<file path="src/rtl/dmarf_pkg.sv">
package dmarf_pkg;

  typedef enum logic [3:0] {
    SEL_NONE,
    SEL_EVT, SEL_EVT_CLR, SEL_EVT_SET,
    SEL_ENA, SEL_ENA_CLR, SEL_ENA_SET,
    SEL_IEN, SEL_IEN_CLR, SEL_IEN_SET,
    SEL_IPEND, SEL_ICLR, SEL_IEVAL,
    SEL_QENA, SEL_QENA_CLR, SEL_QENA_SET
  } reg_sel_e;

  // last byte offset that belongs to a register window
  localparam logic [7:0] WIN_LAST = 8'h94;

  function automatic reg_sel_e offset_to_sel(input logic [7:0] off);
    case (off)
      8'h00:   return SEL_EVT;
      8'h08:   return SEL_EVT_CLR;
      8'h10:   return SEL_EVT_SET;
      8'h20:   return SEL_ENA;
      8'h28:   return SEL_ENA_CLR;
      8'h30:   return SEL_ENA_SET;
      8'h50:   return SEL_IEN;
      8'h58:   return SEL_IEN_CLR;
      8'h60:   return SEL_IEN_SET;
      8'h68:   return SEL_IPEND;
      8'h70:   return SEL_ICLR;
      8'h78:   return SEL_IEVAL;
      8'h84:   return SEL_QENA;
      8'h88:   return SEL_QENA_CLR;
      8'h8C:   return SEL_QENA_SET;
      default: return SEL_NONE;
    endcase
  endfunction

endpackage

</file>
<file path="src/rtl/dmarf_decode.sv">
module dmarf_decode
  import dmarf_pkg::*;
#(
  parameter int ADDR_W      = 14,
  parameter int NUM_REGIONS = 4,
  parameter int STRIDE_LG   = 9,
  parameter int GLOBAL_BASE = 'h1000,
  parameter int REGION_BASE = 'h2000,
  parameter int MASK_BASE   = 'h0300,
  localparam int RIDX_W     = (NUM_REGIONS > 1) ? $clog2(NUM_REGIONS) : 1
) (
  input  logic [ADDR_W-1:0] addr,
  output logic              hit_global,
  output logic              hit_region,
  output logic              hit_mask,
  output logic              mask_is_q,
  output logic [RIDX_W-1:0] region_idx,
  output logic [RIDX_W-1:0] mask_idx,
  output reg_sel_e          sel
);

  localparam int PAGE_W = ADDR_W - STRIDE_LG;
  localparam logic [ADDR_W-1:0] G_BASE = ADDR_W'(GLOBAL_BASE);
  localparam logic [ADDR_W-1:0] R_BASE = ADDR_W'(REGION_BASE);
  localparam logic [ADDR_W-1:0] M_BASE = ADDR_W'(MASK_BASE);
  // two mask banks of 0x80 bytes each: DMA then QDMA
  localparam logic [ADDR_W-1:0] M_SPAN = ADDR_W'('h100);

  logic [ADDR_W-1:0]    g_rel, r_rel, m_rel;
  logic [PAGE_W-1:0]    r_page;
  logic [STRIDE_LG-1:0] r_off;
  logic                 in_g, in_r, in_m;
  reg_sel_e             g_sel, r_sel;

  always_comb begin
    g_rel  = addr - G_BASE;
    r_rel  = addr - R_BASE;
    m_rel  = addr - M_BASE;
    r_page = r_rel[ADDR_W-1:STRIDE_LG];
    r_off  = r_rel[STRIDE_LG-1:0];

    in_g = (addr >= G_BASE) && (g_rel <= ADDR_W'(WIN_LAST));
    in_r = (addr >= R_BASE) && (r_page < PAGE_W'(NUM_REGIONS))
           && (r_off <= STRIDE_LG'(WIN_LAST));
    in_m = (addr >= M_BASE) && (m_rel < M_SPAN) && (m_rel[1:0] == 2'b00)
           && (m_rel[6:2] < 5'(NUM_REGIONS));

    g_sel = in_g ? offset_to_sel(g_rel[7:0]) : SEL_NONE;
    r_sel = in_r ? offset_to_sel(r_off[7:0]) : SEL_NONE;
    // the evaluate register exists in the global window only
    if (r_sel == SEL_IEVAL) r_sel = SEL_NONE;

    hit_global = (g_sel != SEL_NONE);
    hit_region = (r_sel != SEL_NONE);
    hit_mask   = in_m;
    mask_is_q  = m_rel[7];
    mask_idx   = m_rel[2 +: RIDX_W];
    region_idx = r_page[RIDX_W-1:0];
    sel        = hit_global ? g_sel : r_sel;
  end

  // at most one target may claim an address
  always_comb begin
    p_one_window_r10: assert ($onehot0({hit_global, hit_region, hit_mask}))
      else $error("decode claimed by more than one target");
  end

endmodule

</file>
<file path="src/rtl/dmarf_mask_bank.sv">
module dmarf_mask_bank #(
  parameter int NUM_REGIONS = 4,
  parameter int NUM_DMA     = 32,
  parameter int NUM_QDMA    = 8,
  parameter int DATA_W      = 32,
  localparam int RIDX_W     = (NUM_REGIONS > 1) ? $clog2(NUM_REGIONS) : 1
) (
  input  logic                clk,
  input  logic                rst,
  input  logic                wr_en,
  input  logic                acc_is_q,
  input  logic [RIDX_W-1:0]   acc_idx,
  input  logic [DATA_W-1:0]   wdata,
  input  logic [RIDX_W-1:0]   cur_idx,
  output logic [NUM_DMA-1:0]  cur_dma,
  output logic [NUM_QDMA-1:0] cur_qdma,
  output logic [DATA_W-1:0]   rd_data
);

  logic [NUM_REGIONS*NUM_DMA-1:0]  dma_flat;
  logic [NUM_REGIONS*NUM_QDMA-1:0] qdma_flat;

  for (genvar r = 0; r < NUM_REGIONS; r++) begin : g_region
    logic [NUM_DMA-1:0]  dm;
    logic [NUM_QDMA-1:0] qm;

    always_ff @(posedge clk) begin
      if (rst) begin
        dm <= '0;
        qm <= '0;
      end else if (wr_en && acc_idx == RIDX_W'(r)) begin
        if (acc_is_q) qm <= wdata[NUM_QDMA-1:0];
        else          dm <= wdata[NUM_DMA-1:0];
      end
    end

    assign dma_flat[r*NUM_DMA +: NUM_DMA]    = dm;
    assign qdma_flat[r*NUM_QDMA +: NUM_QDMA] = qm;

    p_mask_load_r6: assert property (@(posedge clk) disable iff (rst)
      (wr_en && !acc_is_q && acc_idx == RIDX_W'(r)) |=> dm == $past(wdata[NUM_DMA-1:0]))
      else $error("DMA mask write lost");
  end

  always_comb begin
    cur_dma  = dma_flat[cur_idx*NUM_DMA +: NUM_DMA];
    cur_qdma = qdma_flat[cur_idx*NUM_QDMA +: NUM_QDMA];
    if (acc_is_q) rd_data = DATA_W'(qdma_flat[acc_idx*NUM_QDMA +: NUM_QDMA]);
    else          rd_data = DATA_W'(dma_flat[acc_idx*NUM_DMA +: NUM_DMA]);
  end

endmodule

</file>
<file path="src/rtl/dmarf_chan_regs.sv">
module dmarf_chan_regs #(
  parameter int NUM_DMA  = 32,
  parameter int NUM_QDMA = 8
) (
  input  logic                clk,
  input  logic                rst,
  input  logic [NUM_DMA-1:0]  evt_set,
  input  logic [NUM_DMA-1:0]  evt_clr,
  input  logic [NUM_DMA-1:0]  ena_set,
  input  logic [NUM_DMA-1:0]  ena_clr,
  input  logic [NUM_DMA-1:0]  ien_set,
  input  logic [NUM_DMA-1:0]  ien_clr,
  input  logic [NUM_DMA-1:0]  ipend_clr,
  input  logic [NUM_QDMA-1:0] qena_set,
  input  logic [NUM_QDMA-1:0] qena_clr,
  input  logic [NUM_DMA-1:0]  hw_evt,
  input  logic [NUM_DMA-1:0]  xfer_done,
  output logic [NUM_DMA-1:0]  evt,
  output logic [NUM_DMA-1:0]  ena,
  output logic [NUM_DMA-1:0]  ien,
  output logic [NUM_DMA-1:0]  ipend,
  output logic [NUM_QDMA-1:0] qena
);

  // hardware sets are applied after software clears, so they win
  always_ff @(posedge clk) begin
    if (rst) begin
      evt   <= '0;
      ena   <= '0;
      ien   <= '0;
      ipend <= '0;
      qena  <= '0;
    end else begin
      evt   <= (evt & ~evt_clr) | evt_set | hw_evt;
      ena   <= (ena & ~ena_clr) | ena_set;
      ien   <= (ien & ~ien_clr) | ien_set;
      ipend <= (ipend & ~ipend_clr) | xfer_done;
      qena  <= (qena & ~qena_clr) | qena_set;
    end
  end

  p_hw_evt_wins_r8: assert property (@(posedge clk) disable iff (rst)
    (hw_evt != '0) |=> ((evt & $past(hw_evt)) == $past(hw_evt)))
    else $error("hardware event bit not set");

  p_done_wins_r8: assert property (@(posedge clk) disable iff (rst)
    (xfer_done != '0) |=> ((ipend & $past(xfer_done)) == $past(xfer_done)))
    else $error("completion bit not pending");

  p_evt_clear_r7: assert property (@(posedge clk) disable iff (rst)
    ((evt_clr & ~hw_evt & ~evt_set) != '0)
      |=> ((evt & $past(evt_clr & ~hw_evt & ~evt_set)) == '0))
    else $error("event clear had no effect");

endmodule

</file>
<file path="src/rtl/dma_region_filter.sv">
module dma_region_filter
  import dmarf_pkg::*;
#(
  parameter int ADDR_W      = 14,
  parameter int DATA_W      = 32,
  parameter int NUM_DMA     = 32,
  parameter int NUM_QDMA    = 8,
  parameter int NUM_REGIONS = 4,
  parameter int STRIDE_LG   = 9
) (
  input  logic                clk,
  input  logic                rst,
  input  logic [ADDR_W-1:0]   addr,
  input  logic [DATA_W-1:0]   wdata,
  input  logic                wr_en,
  input  logic                rd_en,
  output logic [DATA_W-1:0]   rdata,
  input  logic [NUM_DMA-1:0]  hw_evt,
  input  logic [NUM_DMA-1:0]  xfer_done,
  output logic [NUM_DMA-1:0]  dma_event,
  output logic [NUM_DMA-1:0]  dma_enable,
  output logic [NUM_QDMA-1:0] qdma_enable,
  output logic                irq_level,
  output logic                eval_pulse
);

  localparam int RIDX_W = (NUM_REGIONS > 1) ? $clog2(NUM_REGIONS) : 1;

  logic              hit_global, hit_region, hit_mask, mask_is_q;
  logic [RIDX_W-1:0] region_idx, mask_idx;
  reg_sel_e          sel;

  dmarf_decode #(
    .ADDR_W(ADDR_W), .NUM_REGIONS(NUM_REGIONS), .STRIDE_LG(STRIDE_LG)
  ) u_decode (
    .addr(addr), .hit_global(hit_global), .hit_region(hit_region),
    .hit_mask(hit_mask), .mask_is_q(mask_is_q), .region_idx(region_idx),
    .mask_idx(mask_idx), .sel(sel)
  );

  logic [NUM_DMA-1:0]  cur_dma;
  logic [NUM_QDMA-1:0] cur_qdma;
  logic [DATA_W-1:0]   mask_rd;

  dmarf_mask_bank #(
    .NUM_REGIONS(NUM_REGIONS), .NUM_DMA(NUM_DMA), .NUM_QDMA(NUM_QDMA), .DATA_W(DATA_W)
  ) u_masks (
    .clk(clk), .rst(rst), .wr_en(wr_en && hit_mask), .acc_is_q(mask_is_q),
    .acc_idx(mask_idx), .wdata(wdata), .cur_idx(region_idx),
    .cur_dma(cur_dma), .cur_qdma(cur_qdma), .rd_data(mask_rd)
  );

  // ownership filter: all-ones for the global window
  logic [NUM_DMA-1:0]  own_d, wbits_d;
  logic [NUM_QDMA-1:0] own_q, wbits_q;
  logic                wr_win;

  logic [NUM_DMA-1:0]  evt_set, evt_clr, ena_set, ena_clr;
  logic [NUM_DMA-1:0]  ien_set, ien_clr, ipend_clr;
  logic [NUM_QDMA-1:0] qena_set, qena_clr;
  logic [NUM_DMA-1:0]  evt, ena, ien, ipend;
  logic [NUM_QDMA-1:0] qena;

  always_comb begin
    own_d   = hit_region ? cur_dma  : '1;
    own_q   = hit_region ? cur_qdma : '1;
    wbits_d = wdata[NUM_DMA-1:0]  & own_d;
    wbits_q = wdata[NUM_QDMA-1:0] & own_q;
    wr_win  = wr_en && (hit_global || hit_region);

    evt_set   = (wr_win && sel == SEL_EVT_SET)  ? wbits_d : '0;
    evt_clr   = (wr_win && sel == SEL_EVT_CLR)  ? wbits_d : '0;
    ena_set   = (wr_win && sel == SEL_ENA_SET)  ? wbits_d : '0;
    ena_clr   = (wr_win && sel == SEL_ENA_CLR)  ? wbits_d : '0;
    ien_set   = (wr_win && sel == SEL_IEN_SET)  ? wbits_d : '0;
    ien_clr   = (wr_win && sel == SEL_IEN_CLR)  ? wbits_d : '0;
    ipend_clr = (wr_win && sel == SEL_ICLR)     ? wbits_d : '0;
    qena_set  = (wr_win && sel == SEL_QENA_SET) ? wbits_q : '0;
    qena_clr  = (wr_win && sel == SEL_QENA_CLR) ? wbits_q : '0;
  end

  dmarf_chan_regs #(.NUM_DMA(NUM_DMA), .NUM_QDMA(NUM_QDMA)) u_regs (
    .clk(clk), .rst(rst),
    .evt_set(evt_set), .evt_clr(evt_clr), .ena_set(ena_set), .ena_clr(ena_clr),
    .ien_set(ien_set), .ien_clr(ien_clr), .ipend_clr(ipend_clr),
    .qena_set(qena_set), .qena_clr(qena_clr),
    .hw_evt(hw_evt), .xfer_done(xfer_done),
    .evt(evt), .ena(ena), .ien(ien), .ipend(ipend), .qena(qena)
  );

  // read path; set/clear/evaluate registers read as zero
  logic [DATA_W-1:0] rd_val;

  always_comb begin
    rd_val = '0;
    if (hit_mask) begin
      rd_val = mask_rd;
    end else begin
      case (sel)
        SEL_EVT:   rd_val = DATA_W'(evt   & own_d);
        SEL_ENA:   rd_val = DATA_W'(ena   & own_d);
        SEL_IEN:   rd_val = DATA_W'(ien   & own_d);
        SEL_IPEND: rd_val = DATA_W'(ipend & own_d);
        SEL_QENA:  rd_val = DATA_W'(qena  & own_q);
        default:   rd_val = '0;
      endcase
    end
  end

  logic eval_wr, any_enabled;
  assign eval_wr     = wr_en && hit_global && (sel == SEL_IEVAL);
  assign any_enabled = |(ipend & ien);

  always_ff @(posedge clk) begin
    if (rst) begin
      rdata      <= '0;
      irq_level  <= 1'b0;
      eval_pulse <= 1'b0;
    end else begin
      rdata      <= rd_en ? rd_val : '0;
      irq_level  <= any_enabled;
      eval_pulse <= eval_wr && any_enabled;
    end
  end

  assign dma_event   = evt;
  assign dma_enable  = ena;
  assign qdma_enable = qena;

  p_region_write_owned_r3: assert property (@(posedge clk) disable iff (rst)
    (wr_en && hit_region)
      |-> (((evt_set | evt_clr | ena_set | ena_clr | ien_set | ien_clr | ipend_clr)
            & ~cur_dma) == '0))
    else $error("region write reached an unowned channel");

  p_region_qdma_owned_r5: assert property (@(posedge clk) disable iff (rst)
    (wr_en && hit_region) |-> (((qena_set | qena_clr) & ~cur_qdma) == '0))
    else $error("region write reached an unowned QDMA channel");

  p_rdata_idle_r2: assert property (@(posedge clk) disable iff (rst)
    !rd_en |=> (rdata == '0))
    else $error("read data not zero while idle");

  p_eval_global_r9: assert property (@(posedge clk) disable iff (rst)
    eval_pulse |-> $past(wr_en && hit_global))
    else $error("evaluate pulse without a global write");

  p_irq_latency_r11: assert property (@(posedge clk) disable iff (rst)
    irq_level |-> $past(|(ipend & ien)))
    else $error("interrupt level without enabled pending bit");

endmodule

</file>
<file path="config.mk">
export PLATFORM = sky130hd
export DESIGN_NAME = dma_region_filter
export DESIGN_NICKNAME = d
export VERILOG_FILES = /design/src/rtl/dmarf_pkg.sv /design/src/rtl/dmarf_decode.sv /design/src/rtl/dmarf_mask_bank.sv /design/src/rtl/dmarf_chan_regs.sv /design/src/rtl/dma_region_filter.sv
export SDC_FILE = /design/constraint.sdc
export NUM_CORES = 1
export LEC_CHECK = 0
export CAP_MARGIN = 0
export CORE_MARGIN = 1
export CORE_UTILIZATION = 30
export CTS_BUF_LIST = sky130_fd_sc_hd__clkbuf_16
export CTS_CLUSTER_SIZE = 8
export DETAILED_ROUTE_END_ITERATION = 10
export PLACE_DENSITY_LB_ADDON = 0.15
export SLEW_MARGIN = 20
export SYNTH_ARGS = -nofsm -noshare
export SYNTH_HDL_FRONTEND = slang
export SYNTH_SLANG_ARGS = --single-unit
</file>
<file path="constraint.sdc">
create_clock -name clk -period 3.4 [get_ports clk]
set_input_delay 0.51 -clock clk [delete_from_list [all_inputs] [get_ports clk]]
set_output_delay 0.51 -clock clk [all_outputs]
set_load 0.1 [all_outputs]
</file>
==> flow_metrics.tcl <==
set metrics [dict create \
    status "completed" \
    crit_path_end_kind "flip-flop" \
    synthesis.nets 1971 \
    yosysWarningCount 0 \
    ant_nets 0 \
    grt_max_degree 175 \
    finalHoldViolations 0 \
    seq_power_share_pct 42.8 \
    drc 0 \
    syn_inst 1857 \
    clkLatencyLatePin_ps 580 \
    start_kind "primary input" \
    fin_crit_ps 3030 \
    layout_commonest_cell "dfxtp_1" \
    cts_made_buffers 47 \
    whs_ps 263 \
    port_buffers 219 \
    clockRootBuffer "clkbuf_16" \
    required_ps 3850 \
    final_nets 2175 \
    critPathMaxFanout 25 \
    synth_cell_types 70 \
    rr_endpoint "eval_pulse$_SDFF_PP0_" \
    drive_gt1_share_pct 15.0 \
    synth_seq_area_share_pct 40.0 \
    core_area_sq_mm 0.0541 \
    grt_pass1_vias 14800 \
    grt_pass1_wl_um 101000 \
    most-common-layout-cells "330 x dfxtp_1, 327 x nand2_1, 191 x clkdlybuf4s50_1" \
    row_count 85 \
    initial_core_util_pct 30.5 \
    synth_area_sq_mm 0.0165 \
    synth_area_per_cell_sq_um 8.89 \
    async_flop_share_pct 0 \
    p_per_area_mw_per_mm2 449 \
    grt_use_total_pct 24.0 \
    fmax_mhz 330 \
    fill_cells 5384 \
    dp_hpwl_um 48100 \
    maxSlewHeadroom_pct 33.0 \
    cts_tree "yes" \
    fin_cells 2763 \
    syn_to_final_growth_pct 27.7 \
    cts.repair.resized 0 \
    antenna_found_initial 3 \
    rsz0062_at_grt "no" \
    p_int_w 0.00685 \
    clk_pin_slew_worst_paths_ps 50 \
    worst_pin_slew_ps 1000 \
    vias 15700 \
    min_path_type "primary input to flip-flop" \
    setup_viol 0 \
    io_pins 220 \
    critPathLaunch "addr[5]" \
    pwr-share-comb_pct 12.3 \
    clockBufferDepth 3 \
    wl_per_cell_um 24.9 \
    netSwitchingPower_w 0.00262 \
    drt_iter0_markers 1377 \
    rr_worst_depth 7 \
    ys.flop_type "dfxtp_1" \
    total_power_w 0.00947 \
    gp_congestion 0.916 \
    synth_edf_count 0 \
    worstSetupEndpoint "u_regs.ien[27]$_SDFF_PP0_" \
    yosys_register_bits 330 \
    dieArea_sq_mm 0.0560 \
    ir_drop_v 0.000378 \
    hold_start "rst" \
    grt_overflow 0 \
    post_cts_buffers 0 \
    drv_cap 0 \
    viasPerCell 5.67 \
    finish.utilization_pct 38.9 \
    cp.arrival_ps 3480 \
    clkPwrFrac_pct 44.8 \
    fin_tns_setup_ps 0 \
    timing.rr.start "u_regs.ipend[8]$_SDFF_PP0_" \
    die-width_um 237 \
    path_class "primary input to flip-flop" \
    leakage_nw 7.12 \
    die_y_um 237 \
    dp.cells 2708 \
    wl_um 68900 \
    swShare_pct 27.6 \
    r2r_setup_slack_ps 1460 \
    clkSinkCount 330 \
    slew_violations 0 \
    fin_crit_sh_pct 89.3 \
    holdBufCountCts 0 \
    dr.pass1.iters 7 \
    finClkSkew_ps 16.4 \
    cts.htree.levels 2 \
]
logic make-up (layout without fill, tap and decap cells):
| logic type | Yosys count | in the layout | share of synthesized area (%) |
|---|---|---|---|
| compound gates | 610 | 610 | 24.3 |
| xor+xnor | 1 | 1 | 0.0531 |
| buf+inv | 200 | 409 | 5.18 |
| flops | 330 | 330 | 40.0 |
| mux | 112 | 112 | 12.9 |
| other cells | 0 | 1 | 0 |
| simple gates | 604 | 604 | 17.5 |
final cells by class:
| cell class | instances | area (sq um) | share of cell area, % |
|---|---|---|---|
| diodes | 1 | 2.50 | 0.0119 |
| clock buffers | 49 | 1230 | 5.82 |
| clock inverters | 5 | 35.0 | 0.166 |
| inverters | 35 | 131 | 0.623 |
| multi-input cells | 1327 | 9090 | 43.1 |
| flip-flops and latches | 330 | 6610 | 31.3 |
| well taps | 696 | 871 | 4.13 |
| repair buffers | 320 | 3120 | 14.8 |
synth_stat cells (4+ instances only):
| cell | count | area, sq um |
|---|---|---|
| dfxtp_1 | 330 | 6610 |
| nand2_1 | 327 | 1230 |
| a21oi_1 | 177 | 886 |
| nor2b_1 | 125 | 782 |
| o21ai_0 | 118 | 591 |
| clkbuf_1 | 115 | 432 |
| mux4_2 | 80 | 1800 |
| o21ai_1 | 69 | 345 |
| a221oi_1 | 52 | 455 |
| nor2_1 | 48 | 180 |
| buf_2 | 39 | 195 |
| inv_1 | 35 | 131 |
| mux2i_1 | 32 | 320 |
| o2bb2ai_1 | 32 | 280 |
| nand3_1 | 28 | 140 |
| a311oi_1 | 22 | 193 |
| a21oi_2 | 20 | 175 |
| a31oi_1 | 19 | 119 |
| a32o_1 | 18 | 180 |
| a22oi_1 | 16 | 120 |
| nand4_1 | 12 | 75.1 |
| a311o_1 | 11 | 110 |
| nand2b_1 | 11 | 68.8 |
| a22o_1 | 10 | 87.6 |
| nor3_1 | 10 | 50.1 |
| a32oi_1 | 8 | 70.1 |
| and3_1 | 8 | 50.1 |
| o31ai_1 | 8 | 60.1 |
| a41o_1 | 7 | 70.1 |
| or3_1 | 6 | 37.5 |
| buf_6 | 5 | 56.3 |
| nor3_2 | 5 | 50.1 |
| nor4b_2 | 4 | 60.1 |
power by group through the flow:
| stage | sequential, W | clock [W] | combinational (W) |
|---|---|---|---|
| floorplan | 0.00442 | 0 | 0.000394 |
| global placement | 0.00413 | 0 | 0.00116 |
| detailed placement | 0.00413 | 0 | 0.00116 |
| CTS | 0.00405 | 0.00434 | 0.00117 |
| global route | 0.00406 | 0.00450 | 0.00122 |
| finish | 0.00405 | 0.00424 | 0.00117 |
registers in the layout (all words and copies together), names as in the netlist:
signal,cells
u_regs.evt,32
u_regs.ena,32
u_masks.g_region.qm,32
irq_level,1
u_regs.qena,8
rdata,32
u_regs.ien,32
eval_pulse,1
u_regs.ipend,32
u_masks.g_region.dm,128
critical path: stages:
cell and delay, ps:
clkdlybuf4s50_1 670, nor3_2 100, and3_1 250, a22oi_2 600
buf_4 400, a311o_1 290, nand2_1 180, buf_4 200
o21ai_0 140, o21ai_0 110
routing by layer:
layer	vias to the layer above	GRT usage, %	share of wire [%]
li1	7181	-	-
met1	7704	35.7	47
met2	692	35.5	43
met3	80	4.26	7.8
met4	4	5.69	1.9
met5	-	0	0.041
worst min path at each step:
stage	cells after the start	to
after floorplan	2	u_masks.g_region[3].dm[10]$_SDFFE_PP0P_
after global placement	2	u_masks.g_region[3].dm[6]$_SDFFE_PP0P_
after detailed placement	2	u_masks.g_region[1].dm[27]$_SDFFE_PP0P_
after CTS	2	u_regs.ipend[1]$_SDFF_PP0_
after global routing	2	u_regs.ipend[1]$_SDFF_PP0_
final	2	u_regs.ipend[1]$_SDFF_PP0_
through the flow:
stage          setup slack [ps]  area [sq um]
5_1_grt                     205         21100
4_1_cts                     474         21100
6_report                    365         21100
3_5_place_dp               -128         19800
2_1_floorplan               725         16500
3_3_place_gp               -149         19800
(Power assumes the default switching activity.)
